## src/rtl/addr_latch_pkg.sv

```systemverilog
package addr_latch_pkg;
  typedef enum logic [1:0] {
    MODE_WRITE = 2'd0,
    MODE_HOLD  = 2'd1,
    MODE_DEMUX = 2'd2,
    MODE_CLEAR = 2'd3
  } mode_e;
endpackage

```

## src/rtl/latch_mode_dec.sv

```systemverilog
module latch_mode_dec
  import addr_latch_pkg::*;
(
  input  logic  clr_ni,
  input  logic  en_ni,
  output mode_e mode_o
);
  always_comb begin
    unique case ({clr_ni, en_ni})
      2'b10:   mode_o = MODE_WRITE;
      2'b11:   mode_o = MODE_HOLD;
      2'b00:   mode_o = MODE_DEMUX;
      default: mode_o = MODE_CLEAR;
    endcase
  end
endmodule

```

## src/rtl/latch_sel_dec.sv

```systemverilog
module latch_sel_dec #(
  parameter int unsigned SEL_W = 3,
  localparam int unsigned NBITS = 1 << SEL_W
) (
  input  logic [SEL_W-1:0] sel_i,
  output logic [NBITS-1:0] hit_o
);
  for (genvar i = 0; i < NBITS; i++) begin : g_hit
    assign hit_o[i] = (sel_i == SEL_W'(i));
  end
endmodule

```

## src/rtl/latch_bit_slice.sv

```systemverilog
module latch_bit_slice
  import addr_latch_pkg::*;
(
  input  logic  clk_i,
  input  logic  rst_ni,
  input  mode_e mode_i,
  input  logic  hit_i,
  input  logic  d_i,
  output logic  q_o
);
  logic q_d;

  always_comb begin
    unique case (mode_i)
      MODE_WRITE: q_d = hit_i ? d_i : q_o;
      MODE_HOLD:  q_d = q_o;
      MODE_DEMUX: q_d = hit_i & d_i;
      default:    q_d = 1'b0;
    endcase
  end

  always_ff @(posedge clk_i or negedge rst_ni) begin
    if (!rst_ni) q_o <= 1'b0;
    else         q_o <= q_d;
  end
endmodule

```

## src/rtl/addr_latch.sv

```systemverilog
module addr_latch
  import addr_latch_pkg::*;
#(
  parameter int unsigned SEL_W = 3,
  localparam int unsigned NBITS = 1 << SEL_W
) (
  input  logic             clk_i,
  input  logic             rst_ni,
  input  logic             d_i,
  input  logic [SEL_W-1:0] sel_i,
  input  logic             en_ni,
  input  logic             clr_ni,
  output logic [NBITS-1:0] q_o
);
  mode_e            mode;
  logic [NBITS-1:0] hit;

  latch_mode_dec i_mode_dec (
    .clr_ni (clr_ni),
    .en_ni  (en_ni),
    .mode_o (mode)
  );

  latch_sel_dec #(.SEL_W(SEL_W)) i_sel_dec (
    .sel_i (sel_i),
    .hit_o (hit)
  );

  for (genvar i = 0; i < NBITS; i++) begin : g_slice
    latch_bit_slice i_slice (
      .clk_i  (clk_i),
      .rst_ni (rst_ni),
      .mode_i (mode),
      .hit_i  (hit[i]),
      .d_i    (d_i),
      .q_o    (q_o[i])
    );
  end
endmodule

```

## config.mk

```make
export PLATFORM = sky130hd
export DESIGN_NAME = addr_latch
export DESIGN_NICKNAME = d
export VERILOG_FILES = /design/src/rtl/addr_latch_pkg.sv /design/src/rtl/latch_mode_dec.sv /design/src/rtl/latch_sel_dec.sv /design/src/rtl/latch_bit_slice.sv /design/src/rtl/addr_latch.sv
export SDC_FILE = /design/constraint.sdc
export NUM_CORES = 1
export LEC_CHECK = 0
export ABC_AREA = 1
export BUFFER_PORTS_ARGS = -buffer_cell sky130_fd_sc_hd__buf_2
export CELL_PAD_IN_SITES_DETAIL_PLACEMENT = 0
export CELL_PAD_IN_SITES_GLOBAL_PLACEMENT = 2
export CORE_MARGIN = 4
export CORE_UTILIZATION = 27
export DETAILED_ROUTE_END_ITERATION = 6
export GPL_ROUTABILITY_DRIVEN = 0
export PLACE_DENSITY_LB_ADDON = 0.1
export SLEW_MARGIN = 15
export SYNTH_ARGS = -nofsm -noshare
export SYNTH_HDL_FRONTEND = slang
export SYNTH_SLANG_ARGS = --single-unit
export TNS_END_PERCENT = 1
```

## constraint.sdc

```tcl
create_clock -name clk_i -period 1.2 [get_ports clk_i]
set_input_delay 0.12 -clock clk_i [delete_from_list [all_inputs] [get_ports clk_i]]
set_output_delay 0.12 -clock clk_i [all_outputs]
set_load 0.005 [all_outputs]
```

==> impl_results.rst <==
.. list-table::
   :header-rows: 1

   * - Metric
     - Value
   * - Post-Route Utilization
     - 34.0%
   * - Startpoint of the most critical register-to-register path
     - g_slice[2].i_slice.q_o
   * - Cts bufs inserted
     - 3
   * - Largest stage delay on the critical path
     - 0.38 ns
   * - Clock sink count
     - 8
   * - Max-cap violations
     - 0
   * - Post-placement cell area
     - 579 um2
   * - Number of enable flip-flop cells after synthesis
     - 0
   * - Slew Limit Headroom
     - 83.3%
   * - Fraction of synthesis flops using an asynchronous set or reset pin
     - 100%
   * - Setup repair after global routing missed its margin
     - false
   * - Global Route met2 Usage
     - 15.7%
   * - Dominant cells by area after synthesis
     - dfrtp_1 (37%), nand2_1 (23%), buf_4 (11%), nand3_1 (7.4%), inv_1 (7.0%)
   * - Number of cells on the worst hold path
     - 5
   * - Die X
     - 52.6 um
   * - Total power divided by cell area
     - 1000 mW/mm2
   * - I/O Buffers
     - 15
   * - Grt met1 use
     - 9.73%
   * - Count leader, synth
     - nand2_1
   * - Yosys reg bits
     - 8
   * - Distinct cell type count of the synthesized netlist
     - 12
   * - GR Layer Usage met3
     - 6.27%
   * - # diodes
     - 0
   * - Share of Yosys cell area claimed by the top area cell type
     - 37.2%
   * - Grt peak-use layer
     - met2
   * - Critical path required time
     - 1.08 ns
   * - Synth cell count leaders
     - nand2_1 (33), inv_1 (10), buf_4 (8), dfrtp_1 (8), nand3_1 (8)
   * - Grt total ovfl
     - 0
   * - Clock transition time at the flip-flop clock pins of the worst setup and hold paths
     - 0.06 ns
   * - Wirelength per Cell
     - 9.74 um
   * - Seq/Total Area, Yosys
     - 37.2%
   * - Resized Gates After CTS
     - 0
   * - First-pass iteration count of the detailed router
     - 2
   * - Critical Path AT
     - 0.77 ns
   * - Type of the worst setup path
     - reg -> out
   * - Leakage power total
     - 0.398 nW
   * - Result of the run
     - completed
   * - Kind of start point of the critical path
     - flop
   * - Die Area
     - 0.00277 mm2
   * - Post-Syn Area
     - 538 um2
   * - Yosys warning count
     - 0
   * - Initial core utilization
     - 29.9%
   * - Average size of a mapped cell
     - 7.08 um2
   * - Count of buffers added by post-CTS timing repair for setup
     - 0
   * - Synth Flop Type
     - dfrtp_1
   * - Core area
     - 0.00180 mm2
   * - Via count of the first global-routing pass
     - 414
   * - Number of antenna violations at the first check in global routing
     - 0
   * - Area Overhead vs Synth
     - 13.7%
   * - DRC violation total after the first TritonRoute iteration
     - 7
   * - End of the worst register-to-register path
     - g_slice[2].i_slice.q_o
   * - Hold EP
     - g_slice[6].i_slice.q_o
   * - Count of boundary I/O pins
     - 16
   * - Fraction of the cycle the final worst path needs
     - 74.3%
   * - Registers with the most flip-flops
     - g_slice.i_slice.q_o (8)
   * - Flip-flop count of the largest register, all copies and words added
     - 8
   * - Total Wirelength
     - 1.08 mm
   * - Proportion of layout cells with a drive suffix above 1
     - 29.1%
   * - Root buffer cell
     - clkbuf_4
   * - HP Start
     - sel_i[0]
   * - Critical Path Slowest Stage Cell
     - dfrtp_1
   * - Clock Skews
     - 0 ns
   * - Sum of negative setup slack
     - 0 ns
   * - Final Non-Filler Cells
     - 111
   * - TritonCTS clock tree
     - done
   * - Reg-to-reg setup timing slack
     - 0.52 ns
   * - Crit Path Max Fanout
     - 2
   * - HPWL Detailed
     - 814 um
   * - Register with the most flip-flops
     - g_slice.i_slice.q_o
   * - Post-detailed-route via-to-cell ratio
     - 3.87
   * - ANT nets after route
     - 0
   * - Global router's overall resource usage
     - 9.48%
   * - Number of vias in the routed layout
     - 430
   * - Final Net Count
     - 96
   * - Largest delay share family, worst path
     - flip-flops
   * - Critical path endpoint category
     - output pin
   * - Peak clock frequency supported by timing
     - 1120 MHz
   * - Final setup violating endpoints
     - 0
   * - Number of buffer and inverter stages on the critical path
     - 1
   * - FF-to-FF path depth
     - 4
   * - Non-Filler Cell Area, Final
     - 612 um2
   * - Die H
     - 52.6 um
   * - Kind of path behind the tightest hold check
     - in -> reg
   * - Cell accounting for the most synthesized area
     - dfrtp_1
   * - Clock latency at the later pin of the worst-skew pair
     - 0.26 ns
   * - Pins Over Slew Limit
     - 0
   * - Gate count of the mapped netlist
     - 76
   * - Rows
     - 15
   * - Remaining routing DRC violations
     - 0
   * - Number of buffers inserted by hold repair at cts
     - 1
   * - Pin slew with the least headroom to its limit
     - 0.249 ns
   * - CTS H-tree lvls
     - 1
   * - Largest net degree at the start of global routing
     - 9
   * - Placed Cells
     - 107
   * - Wire length of the first global-routing pass
     - 1.81 mm
   * - Worst ir drop on vdd
     - 478 uV
   * - Maximum count of clock buffers along a single path
     - 2
   * - Net count after synthesis
     - 84
   * - Cells traversed along the worst timing path
     - buf_2
   * - Final Hold Violating Endpoints
     - 0
   * - Post-route minimum period
     - 0.891 ns
worst max path at each step:
stage,from,end,slack (ns),cells past startpoint
6_report,g_slice[2].i_slice.q_o,q_o[2],0.31,1
5_1_grt,g_slice[2].i_slice.q_o,q_o[2],0.26,1
4_1_cts,g_slice[2].i_slice.q_o,q_o[2],0.30,1
3_5_place_dp,sel_i[0],g_slice[0].i_slice.q_o,0.37,5
3_3_place_gp,en_ni,g_slice[0].i_slice.q_o,0.38,5
2_1_floorplan,g_slice[0].i_slice.q_o,g_slice[0].i_slice.q_o,0.56,4
stage by stage:
| step | total power (W) | hold WS [ns] | setup WS (ns) |
|---|---|---|---|
| 3_5_place_dp | 0.000407 | -0.0122 | 0.371 |
| 6_report | 0.000615 | 0.207 | 0.309 |
| 2_1_floorplan | 0.000374 | -0.176 | 0.562 |
| 5_1_grt | 0.000666 | 0.234 | 0.259 |
| 4_1_cts | 0.000632 | 0.209 | 0.305 |
| 3_3_place_gp | 0.000407 | -0.0124 | 0.383 |
cells in the final DEF, fill, tap and decap left out, drive strengths merged:
cell | netlist | final
nand3 | 8 | 8
nor2 | 5 | 5
dfrtp | 8 | 8
inv | 13 | 13
nand2 | 33 | 33
dlygate4sd3 | 0 | 1
clkbuf | 1 | 3
buf | 8 | 15
power breakdown:
part,internal [W],total [W],switching (W)
clock network,0.000115,0.000214,0.0000986
registers,0.000285,0.000291,0.00000641
logic,0.0000419,0.000110,0.0000683
total,0.000441,0.000615,0.000173
cells by family (layout without fill, tap and decap cells):
family | count (synthesis) | count (layout) | share of synthesized area (%)
flops | 8 | 8 | 37.2
simple gates | 46 | 46 | 39.3
buf+inv | 22 | 32 | 23.5
area by class of cell:
| class | count | area (um2) |
|---|---|---|
| sequential | 8 | 200 |
| inverter | 13 | 61.3 |
| clock buffer | 3 | 22.5 |
| timing repair buffer | 16 | 85.1 |
| multi-input combinational | 46 | 211 |
| tap | 25 | 31.3 |
| fill | 215 | 1190 |
layer usage:
layer	part of all wire, %	vias up
li1	-	240
met1	43	176
met5	0	-
met4	0	0
met3	9.4	0
met2	48	14
No activity file was read; power rests on OpenSTA's default activity.
